`src/rtl/ham_ecc_pkg.sv`:
```
package ham_ecc_pkg;
  localparam int CHUNK_BYTES = 256;
  localparam int BYTE_W      = 8;
  localparam int IDX_W       = $clog2(CHUNK_BYTES);
  localparam int COL_W       = 2 * $clog2(BYTE_W);
  localparam int LINE_W      = 2 * IDX_W;
  localparam int CODE_W      = COL_W + 2 + LINE_W;

  // Term j selects the data bits whose bit-position bit (j/2) equals (j%2).
  function automatic logic [COL_W-1:0] col_terms(input logic [BYTE_W-1:0] b);
    logic [COL_W-1:0] t;
    t = '0;
    for (int j = 0; j < COL_W; j++) begin
      for (int p = 0; p < BYTE_W; p++) begin
        if (((p >> (j / 2)) & 1) == (j % 2)) t[j] = t[j] ^ b[p];
      end
    end
    return t;
  endfunction
endpackage

```
`src/rtl/ham_chunk_ctr.sv`:
```
module ham_chunk_ctr
  import ham_ecc_pkg::*;
(
  input  logic             clk,
  input  logic             rst,
  input  logic             start,
  input  logic             in_valid,
  output logic [IDX_W-1:0] idx,
  output logic             take,
  output logic             last
);
  logic [IDX_W-1:0] idx_q;

  assign take = in_valid & ~start;
  assign last = (idx_q == IDX_W'(CHUNK_BYTES - 1));
  assign idx  = idx_q;

  // Wraps naturally after the final position of a chunk.
  always_ff @(posedge clk) begin
    if (rst || start) idx_q <= '0;
    else if (take)    idx_q <= idx_q + 1'b1;
  end

  AST_START_ZERO: assert property (@(posedge clk) disable iff (rst)
    start |=> (idx == '0));
  AST_IDLE_HOLD: assert property (@(posedge clk) disable iff (rst)
    (!in_valid && !start) |=> $stable(idx));
endmodule

```
`src/rtl/ham_col_acc.sv`:
```
module ham_col_acc
  import ham_ecc_pkg::*;
(
  input  logic              clk,
  input  logic              rst,
  input  logic              clr,
  input  logic              take,
  input  logic [BYTE_W-1:0] din,
  output logic [COL_W-1:0]  sum
);
  logic [COL_W-1:0] col_q;

  assign sum = take ? (col_q ^ col_terms(din)) : col_q;

  always_ff @(posedge clk) begin
    if (rst || clr) col_q <= '0;
    else            col_q <= sum;
  end

  AST_COL_CLEAR: assert property (@(posedge clk) disable iff (rst)
    clr |=> (col_q == '0));
endmodule

```
`src/rtl/ham_line_acc.sv`:
```
module ham_line_acc
  import ham_ecc_pkg::*;
(
  input  logic              clk,
  input  logic              rst,
  input  logic              clr,
  input  logic              take,
  input  logic [IDX_W-1:0]  idx,
  input  logic [BYTE_W-1:0] din,
  output logic [LINE_W-1:0] sum
);
  logic [LINE_W-1:0] lp_q;
  logic [LINE_W-1:0] flip;
  logic              odd;

  assign odd = ^din;

  // Each index bit owns a true/complement pair of line terms.
  for (genvar k = 0; k < IDX_W; k++) begin : g_pair
    assign flip[2*k]   = take & odd & ~idx[k];
    assign flip[2*k+1] = take & odd &  idx[k];
  end

  assign sum = lp_q ^ flip;

  always_ff @(posedge clk) begin
    if (rst || clr) lp_q <= '0;
    else            lp_q <= sum;
  end

  AST_LINE_IDLE: assert property (@(posedge clk) disable iff (rst)
    (!take && !clr) |=> $stable(lp_q));
  AST_EVEN_NO_LINE: assert property (@(posedge clk) disable iff (rst)
    (take && !(^din) && !clr) |=> $stable(lp_q));
endmodule

```
`src/rtl/ham_ecc_gen.sv`:
```
module ham_ecc_gen
  import ham_ecc_pkg::*;
(
  input  logic              clk,
  input  logic              rst,
  input  logic              start,
  input  logic              in_valid,
  input  logic [BYTE_W-1:0] in_byte,
  output logic [CODE_W-1:0] ecc,
  output logic              ecc_valid
);
  logic [IDX_W-1:0]  idx;
  logic              take;
  logic              last;
  logic              clr;
  logic              done;
  logic [COL_W-1:0]  col_sum;
  logic [LINE_W-1:0] line_sum;
  logic [CODE_W-1:0] ecc_q;
  logic              vld_q;

  assign done = take & last;
  assign clr  = start | done;

  ham_chunk_ctr u_ctr (
    .clk(clk), .rst(rst), .start(start), .in_valid(in_valid),
    .idx(idx), .take(take), .last(last)
  );

  ham_col_acc u_col (
    .clk(clk), .rst(rst), .clr(clr), .take(take), .din(in_byte), .sum(col_sum)
  );

  ham_line_acc u_line (
    .clk(clk), .rst(rst), .clr(clr), .take(take), .idx(idx), .din(in_byte),
    .sum(line_sum)
  );

  // Byte 2 carries the low-index pairs, byte 1 the high-index pairs.
  always_ff @(posedge clk) begin
    if (rst) begin
      ecc_q <= '0;
      vld_q <= 1'b0;
    end else begin
      vld_q <= done;
      if (done)
        ecc_q <= {~line_sum[LINE_W/2-1:0], ~line_sum[LINE_W-1:LINE_W/2],
                  ~col_sum, 2'b11};
    end
  end

  assign ecc       = ecc_q;
  assign ecc_valid = vld_q;

  AST_PULSE_ONE: assert property (@(posedge clk) disable iff (rst)
    ecc_valid |=> !ecc_valid);
  AST_DONE_CAUSE: assert property (@(posedge clk) disable iff (rst)
    ecc_valid |-> $past(in_valid && !start && idx == IDX_W'(CHUNK_BYTES - 1)));
  AST_LOW_BITS: assert property (@(posedge clk) disable iff (rst)
    ecc_valid |-> (ecc[1:0] == 2'b11));
  AST_HOLD_CODE: assert property (@(posedge clk) disable iff (rst)
    !ecc_valid |-> $stable(ecc));
endmodule

```
`config.mk`:
```
export PLATFORM = sky130hd
export DESIGN_NAME = ham_ecc_gen
export DESIGN_NICKNAME = d
export VERILOG_FILES = /design/src/rtl/ham_ecc_pkg.sv /design/src/rtl/ham_chunk_ctr.sv /design/src/rtl/ham_col_acc.sv /design/src/rtl/ham_line_acc.sv /design/src/rtl/ham_ecc_gen.sv
export SDC_FILE = /design/constraint.sdc
export NUM_CORES = 1
export LEC_CHECK = 0
export BUFFER_PORTS_ARGS = -buffer_cell sky130_fd_sc_hd__buf_2
export CORE_ASPECT_RATIO = 0.6
export CORE_UTILIZATION = 30
export DETAILED_ROUTE_END_ITERATION = 12
export GPL_TIMING_DRIVEN = 1
export PLACE_DENSITY_LB_ADDON = 0.08
export SYNTH_ARGS = -nofsm -noshare
export SYNTH_HDL_FRONTEND = slang
export SYNTH_HIERARCHICAL = 1
export SYNTH_SLANG_ARGS = --single-unit
```
`constraint.sdc`:
```
create_clock -name clk -period 2.4 [get_ports clk]
set_input_delay 0.24 -clock clk [delete_from_list [all_inputs] [get_ports clk]]
set_output_delay 0.24 -clock clk [all_outputs]
set_load 0.01 [all_outputs]
```
; Yosys cells after proc, flatten, opt, wreduce, memory -nomap -nowiden
; Cells that the tools add are included.
; Widths: inputs -> output; s select.
[totals]
mem_bits_rw = 0
reg_bits = 55
input_bits = 12
latch_bits = 0
output_inout_bits = 25
n_memories = 0
romBits = 0
elab_cells = 62
[classes]
shift = 0
mux = 1
addsub = 1
n_eq_ne = 1
bitwise_logic = 51
n_reduce_logical = 3
mul = 0
div = 0
n_lt_le_gt_ge = 0
[op_table]
columns = op, count
row1 = $and 1x1->1, 19
row2 = $xor 1x1->1, 17
row3 = $not 8->8, 2
row4 = $xor 16x16->16, 1
row5 = $not 1->1, 9
row6 = $add 8x1->8 const B, 1
row7 = $eq 8x8->1 const B, 1
row8 = $reduce_xor 8->1, 1
row9 = $mux 6, 1
row10 = $not 6->6, 1
row11 = $xor 6x6->6, 1
row12 = $logic_or 1x1->1, 2
row13 = $or 1x1->1, 1

; Depth between registers and ports, before layout
; Gate-level depths: netlist of the first run.
[depth]
ltp_word = 6
mapped_depth = 9
depth_no_buf = 8

; Hierarchy
; Netlist of the first run, hierarchy kept.
[modules_own_cells]
columns = module, cells_each, seq_area_each_um2, instances, area_per_inst_um2
row1 = ham_ecc_gen, 83, 480.5, 1, 950.9
row2 = ham_line_acc, 110, 320.3, 1, 914.6
row3 = ham_col_acc, 51, 120.1, 1, 451.7
row4 = ham_chunk_ctr, 42, 160.2, 1, 372.9

; Worst setup path before layout of the first run
; Ideal clock, no wire load.
[synth_timing]
path_kind = input to register
from = in in_valid
to = reg ecc_q[22], in the netlist ecc[22]
path_buffers = 1
setup_ns = 0.146
arrival_time_ns = 2.000
cell_stages = 6
required_time_ns = 2.254
slack_ns = 0.254
cell_sequence = nor2b_1 > buf_1 > inv_1 > or3_2 > xnor2_1 > a211oi_2
[synth_via]
elab_chain_len = 5
word_cells_on_any_way = 6
cone_classes = 6 x bitwise
[synth_lines]
columns = element, line_no
row1 = "start, declared", ham_ecc_gen.sv:7  ; input logic in_valid,
row2 = $and 1x1->1, ham_chunk_ctr.sv:14  ; assign take = in_valid & ~start;
row3 = $and 1x1->1 (2 in series), ham_line_acc.sv:20  ; assign flip[2*k] = take & odd & ~idx[k];
row4 = $xor 16x16->16, ham_line_acc.sv:24  ; assign sum = lp_q ^ flip;
row5 = named net line_sum[6], ham_ecc_gen.sv:18  ; logic [LINE_W-1:0] line_sum;
row6 = $not 8->8, ham_ecc_gen.sv:47  ; ecc_q <= {~line_sum[LINE_W/2-1:0], ~line_sum[LINE_W-1:LINE_W/2],
row7 = "end signal, assigned", ham_ecc_gen.sv:47
row8 = "end, declared", ham_ecc_gen.sv:19  ; logic [CODE_W-1:0] ecc_q;
; The timed path passes the listed nets, and every way through them passes these cells.
; A chain may end at the register's enable or synchronous reset.

; Worst setup path after layout of the first run
[layout_timing]
from = reg u_ctr.idx_q[0], in the netlist u_ctr/idx[0]
to = reg u_line.lp_q[8]
[layout_via]
elab_chain_len = 4
[layout_lines]
columns = element, line_no
row1 = "start, declared", ham_chunk_ctr.sv:12  ; logic [IDX_W-1:0] idx_q;
row2 = "start signal, assigned", ham_chunk_ctr.sv:21  ; else if (take) idx_q <= idx_q + 1'b1;
row3 = $eq 8x8->1, ham_chunk_ctr.sv:15  ; assign last = (idx_q == IDX_W'(CHUNK_BYTES - 1));
row4 = named net last, ham_ecc_gen.sv:14  ; logic last;
row5 = $and 1x1->1, ham_ecc_gen.sv:22  ; assign done = take & last;
row6 = $or 1x1->1, ham_ecc_gen.sv:23  ; assign clr = start | done;
row7 = named net clr, ham_ecc_gen.sv:15  ; logic clr;
row8 = $logic_or 1x1->1, ham_line_acc.sv:27  ; if (rst || clr) lp_q <= '0;
row9 = "end signal, assigned", ham_line_acc.sv:28  ; else lp_q <= sum;
row10 = "end, declared", ham_line_acc.sv:12  ; logic [LINE_W-1:0] lp_q;
; The timed path passes the listed nets, and every way through them passes these cells.

==> impl_metrics.yaml, run 1 <==
worst_setup_path:
  path_cells: "ha_1 > nand2_1 > nor3_2 > and2_4 > or2_1 > buf_4 > or3_1 > mux2i_1"
  cpLargestDelayFamily: "simple AND/OR/NAND/NOR gates"
  startpoint_type: "flip-flop"
  critical_path.startpoint: "u_ctr/idx[0]$_SDFFE_PP0P_"
  crit_arrival_ps: 2150
  worstPathRequired_ps: 2630
  crit_fanout: 9
  reg2reg_from: "u_ctr/idx[0]$_SDFFE_PP0P_"
  critPathCaptureType: "flip-flop"
  max_stage_delay_ps: 370
  worst_path_max_delay_cell: "dfxtp_1"
  crit_buf_inv: 1
  crit_type: "reg -> reg"
grt:
  grt_use_met1: 0.239
  top_usage_layer: "met1"
  grt_usage: 0.149
  grt_use_met3: 0.0372
  grt_pass1_wl_um: 10500
  met2_usage: 0.179
  grt_pass1_vias: 1879
  grt_overflow: 0
  antenna_found_initial: 0
  grt_max_degree: 32
synthesis:
  yosysUniqueCellTypes: 33
  async_flop_share: 0
  ys.flop_type: "dfxtp_1"
  ys_seq_area_frac: 0.402
  ys_ff_latch: 54
  synth_edf_count: 0
  yosysWarnings: 6
  synth_cells: 286
  netlist_area_um2: 2690
  avgSynthCellArea_um2: 9.41
  synth_fp_nets: 299
clock_network:
  clock_sinks: 54
  post-cts-setup-buffers: 0
  cts_resized: 0
  clock_path_buffers: 2
  cts-root-buf: "clkbuf_16"
  tritoncts: "yes"
  numCtsBuffers: 5
  path_clk_slew_ps: 70
  clk_latency_ps: 300
  hold_buffers: 0
  h-tree-depth: 2
timing:
  period_needed_ps: 1920
  clock_skew_ps: 4.73
  setup_violations: 0
  slew_headroom: 0.552
  fin_ws_ps: 483
  final.period_utilization: 0.799
  worst_slew_pin_slew_ps: 672
  timing.setup.tns_ps: 0
  hold_viol: 0
  rsz0062_at_grt: "no"
  fmaxAchievable_ghz: 0.522
  drv_slew: 0
floorplanning:
  num_rows: 26
  die_y_um: 75.4
  initial_core_util: 0.313
  die_w_um: 124
  coreArea_um2: 8590
  die_area_um2: 9360
  io_pins: 37
cells_and_area:
  seq_area_um2: 1080
  fin_area_um2: 3150
  area_delta_synth_final_pct: 17.0
  final_common_cell: "dfxtp_1"
  multi_input_area_um2: 1510
  antennaDiodeCount: 0
  nets: 335
  fillCellCount: 890
  drive_gt1_frac: 0.266
  final_cell_mix: "54 x dfxtp_1, 37 x nand2_1, 36 x a21oi_1, 36 x buf_2, 33 x xnor2_1"
detailed_routing:
  wire_per_inst_um: 15.1
  final_antenna_net_count: 0
  via_per_inst: 4.76
  first_pass_iters: 4
  vias: 2071
  wirelength_um: 6550
  drt_iter0_drc: 88
  drc: 0
placed_design:
  pre_cts_ws_ps: 399
  place_area_um2: 2980
  dp_hpwl_um: 4600
  gp_congestion: 0.701
  portBuffers: 36
run:
  drv_cap: 0
power:
  power_mw: 2.05
  powerDensity_nw_per_um2: 650
  power_leakage_nw: 1.22
  vdd_drop_max_mv: 0.396
min_path:
  min-delay-path-class: "in -> reg"
  hold_start: "in_valid"
outcome:
  outcome: "finished clean"
flip-flops by register name (all words and copies together) (netlist names):
signal,count
ecc,23
u_ctr/idx,8
u_line/lp_q,16
u_col/col_q,6
ecc_valid,1
layer usage:
metal | vias up | wire length (um)
met2 | 31 | 2200
met1 | 948 | 4020
met4 | 0 | 92
li1 | 1084 | -
met3 | 8 | 233
met5 | - | 0
through the flow:
| stage | utilization | cells | hold slack [ps] |
|---|---|---|---|
| global placement | 0.347 | 427 | 462 |
| global route | 0.366 | 435 | 297 |
| finish | 0.366 | 435 | 289 |
| floorplan | - | 286 | 312 |
| detailed placement | 0.347 | 427 | 475 |
| CTS | 0.366 | 435 | 271 |
logic make-up (layout without fill, tap and decap cells):
kind of cell,count (synthesis),after routing,synth area share
AND/OR/NAND/NOR,90,90,0.188
AO/OA/AOI/OAI,71,71,0.189
flip-flops,54,54,0.402
XOR/XNOR,37,37,0.120
buffers and inverters,18,55,0.0405
multiplexers,15,15,0.0558
adder cells (fa/ha/maj),1,1,0.00465
cell type report:
cell class | count | area share
Timing Repair Buffer | 44 | 0.0763
Multi-Input combinational cell | 214 | 0.479
Clock buffer | 6 | 0.0410
Tap cell | 112 | 0.0445
Sequential cell | 54 | 0.344
Clock inverter | 2 | 0.0119
Inverter | 3 | 0.00358
worst register-to-register path: stages (launching register included):
cell and delay (ps):
dfxtp_1 370, ha_1 230, nand2_1 80, nor3_2 40, and2_4 130, or2_1 310, buf_4 210, or3_1 340
mux2i_1 130
Yosys cell counts (2+ instances only):
cell | count | area [um2]
a211oi_1 | 3 | 22.5
a211oi_2 | 19 | 238
a21oi_1 | 36 | 180
buf_1 | 3 | 11.3
buf_2 | 5 | 25.0
buf_6 | 4 | 45.0
dfxtp_1 | 54 | 1080
inv_1 | 3 | 11.3
mux2i_1 | 15 | 150
nand2_1 | 37 | 139
nor2_1 | 6 | 22.5
nor2b_1 | 2 | 12.5
o21ai_0 | 12 | 60.1
or2_2 | 2 | 12.5
or3_1 | 26 | 163
or3_2 | 4 | 30.0
or3_4 | 4 | 45.0
xnor2_1 | 33 | 289
xor2_1 | 4 | 35.0
final timing paths:
kind                                                   to  slack (ps)  depth (start not counted)
worst max-delay path            u_line/lp_q[8]$_SDFF_PP0_         480                          8
worst min-delay path            u_ctr/idx[0]$_SDFFE_PP0P_         290                          3
worst max register to register  u_line/lp_q[8]$_SDFF_PP0_         480                          8
worst min register to register        ecc[1]$_SDFFE_PP0P_         490                          2
where the power goes:
group | internal [mW] | switching [mW]
Combinational | 0.125 | 0.172
Sequential | 0.908 | 0.0110
Clock | 0.493 | 0.337
(Power assumes the default switching activity.)
==> run 2: changes to the inputs <==
clock period = 1.8 ns   (was 2.4 ns; I/O delays follow)
==> run 2 against run 1 <==
Effect of this change:
- clock skew rose by 2.4 ps
- via count rose by 4.5%
- clock power rose by 23%
- first-iteration DRC count rose by 20%
- die area did not move
- combinational power rose by 53%
- utilization rose by 2.1 points
- critical path depth rose by 1
- count of clock-buffer cells in the layout did not move
- sequential power rose by 33%
- hold slack got worse by 72 ps
- non-clock buffer count rose by 21
==> impl_metrics.yaml, run 2 (synthesis gave the netlist of run 1 again) <==
detailed_routing:
  final_antenna_net_count: 0
  drt_iter0_drc: 106
  first_pass_iters: 4
  vias: 2164
  via_per_inst: 4.75
  wire_per_inst_um: 14.8
  drc: 0
  wirelength_um: 6760
floorplanning:
  die_w_um: 124
  die_y_um: 75.4
  num_rows: 26
  coreArea_um2: 8590
  die_area_um2: 9360
  initial_core_util: 0.313
  io_pins: 37
run:
  drv_cap: 0
clock_network:
  cts-root-buf: "clkbuf_16"
  h-tree-depth: 2
  tritoncts: "yes"
  numCtsBuffers: 5
  post-cts-setup-buffers: 0
  clk_latency_ps: 300
  clock_path_buffers: 2
  path_clk_slew_ps: 70
  clock_sinks: 54
power:
  powerDensity_nw_per_um2: 812
  power_leakage_nw: 1.34
  power_mw: 2.70
  vdd_drop_max_mv: 0.388
timing:
  fmaxAchievable_ghz: 0.592
  rsz0062_at_grt: "no"
  fin_ws_ps: 110
  holdWs_ps: 216
  slew_headroom: 0.731
  setup_violations: 0
  drv_slew: 0
  period_needed_ps: 1690
  timing.setup.tns_ps: 0
  worst_slew_pin_slew_ps: 403
  clock_skew_ps: 7.17
  final.period_utilization: 0.939
  hold_viol: 0
min_path:
  min-delay-path-class: "in -> reg"
worst_setup_path:
  critPathCaptureType: "flip-flop"
  crit_type: "reg -> reg"
  crit_arrival_ps: 1920
  worstPathRequired_ps: 2030
  crit_fanout: 17
  startpoint_type: "flip-flop"
cells_and_area:
  nets: 356
  layout.cells.non_filler: 456
  antennaDiodeCount: 0
  fin_area_um2: 3330
  seq_area_um2: 1080
  final_cell_mix: "54 x dfxtp_1, 37 x nand2_1, 36 x a21oi_1, 36 x buf_2, 33 x xnor2_1"
  multi_input_area_um2: 1520
  drive_gt1_frac: 0.320
  final_common_cell: "dfxtp_1"
  area_delta_synth_final_pct: 23.8
  fillCellCount: 894
  largest_register_ff_count: 23
  fin_util: 0.388
grt:
  grt_usage: 0.157
  grt_overflow: 0
  grt_max_degree: 30
  grt_pass1_vias: 2080
  antenna_found_initial: 0
  grt_pass1_wl_um: 11200
placed_design:
  gp_congestion: 0.716
  place_area_um2: 3170
  dp_hpwl_um: 4800
  portBuffers: 36
  place_inst: 448
  pre_cts_ws_ps: -35.0
outcome:
  outcome: "finished clean"
==> run 2: cell count changes in the layout (fill, tap and decap cells not counted), sizes merged <==
cell / before / now
buf: 44 / 65
bufinv: 1 / 0
inv: 3 / 4
==> run 2: layout make-up <==
cell class,instances,area share
Multi-Input combinational cell,214,0.456
Sequential cell,54,0.325
Timing Repair Buffer,65,0.127
Tap cell,112,0.0421
Clock buffer,6,0.0417
Clock inverter,2,0.00488
Inverter,3,0.00338
==> run 2: final timing paths <==
| path | start | endpoint | slack [ps] | depth (start not counted) |
|---|---|---|---|---|
| max reg2reg | u_ctr/idx[0]$_SDFFE_PP0P_ | u_line/lp_q[14]$_SDFF_PP0_ | 110 | 9 |
| max | u_ctr/idx[0]$_SDFFE_PP0P_ | u_line/lp_q[14]$_SDFF_PP0_ | 110 | 9 |
| min reg2reg | u_col/col_q[3]$_SDFF_PP0_ | u_col/col_q[3]$_SDFF_PP0_ | 490 | 2 |
| min | in_valid | u_ctr/idx[0]$_SDFFE_PP0P_ | 220 | 3 |
==> run 2: timing repair <==
item                                    CTS  global route
gates resized for setup                   0             2
endpoints found under the setup margin    0            11
hold buffers                              0             0
hold endpoints to repair                  0             0
==> run 2: layer usage <==
layer / part of all wire / track usage
met1: 0.60 / 0.238
met2: 0.36 / 0.217
met3: 0.036 / 0.0351
met4: 0.0090 / 0.0482
met5: 0 / 0
==> run 2: critical path: stages, from the launching register on <==
cell     delay [ps]
dfxtp_1         310
ha_1            210
nand2_1          80
nor3_2           40
and2_4          130
or2_4           310
nor2_2          150
buf_4           180
nand2_1          60
mux2i_1         140
==> run 2: where the power goes <==
group	internal, mW	total, mW	leakage [nW]	switching (mW)
logic	0.220	0.455	0.828	0.235
registers	1.21	1.22	0.436	0.0132
clock network	0.560	1.02	0.0735	0.465
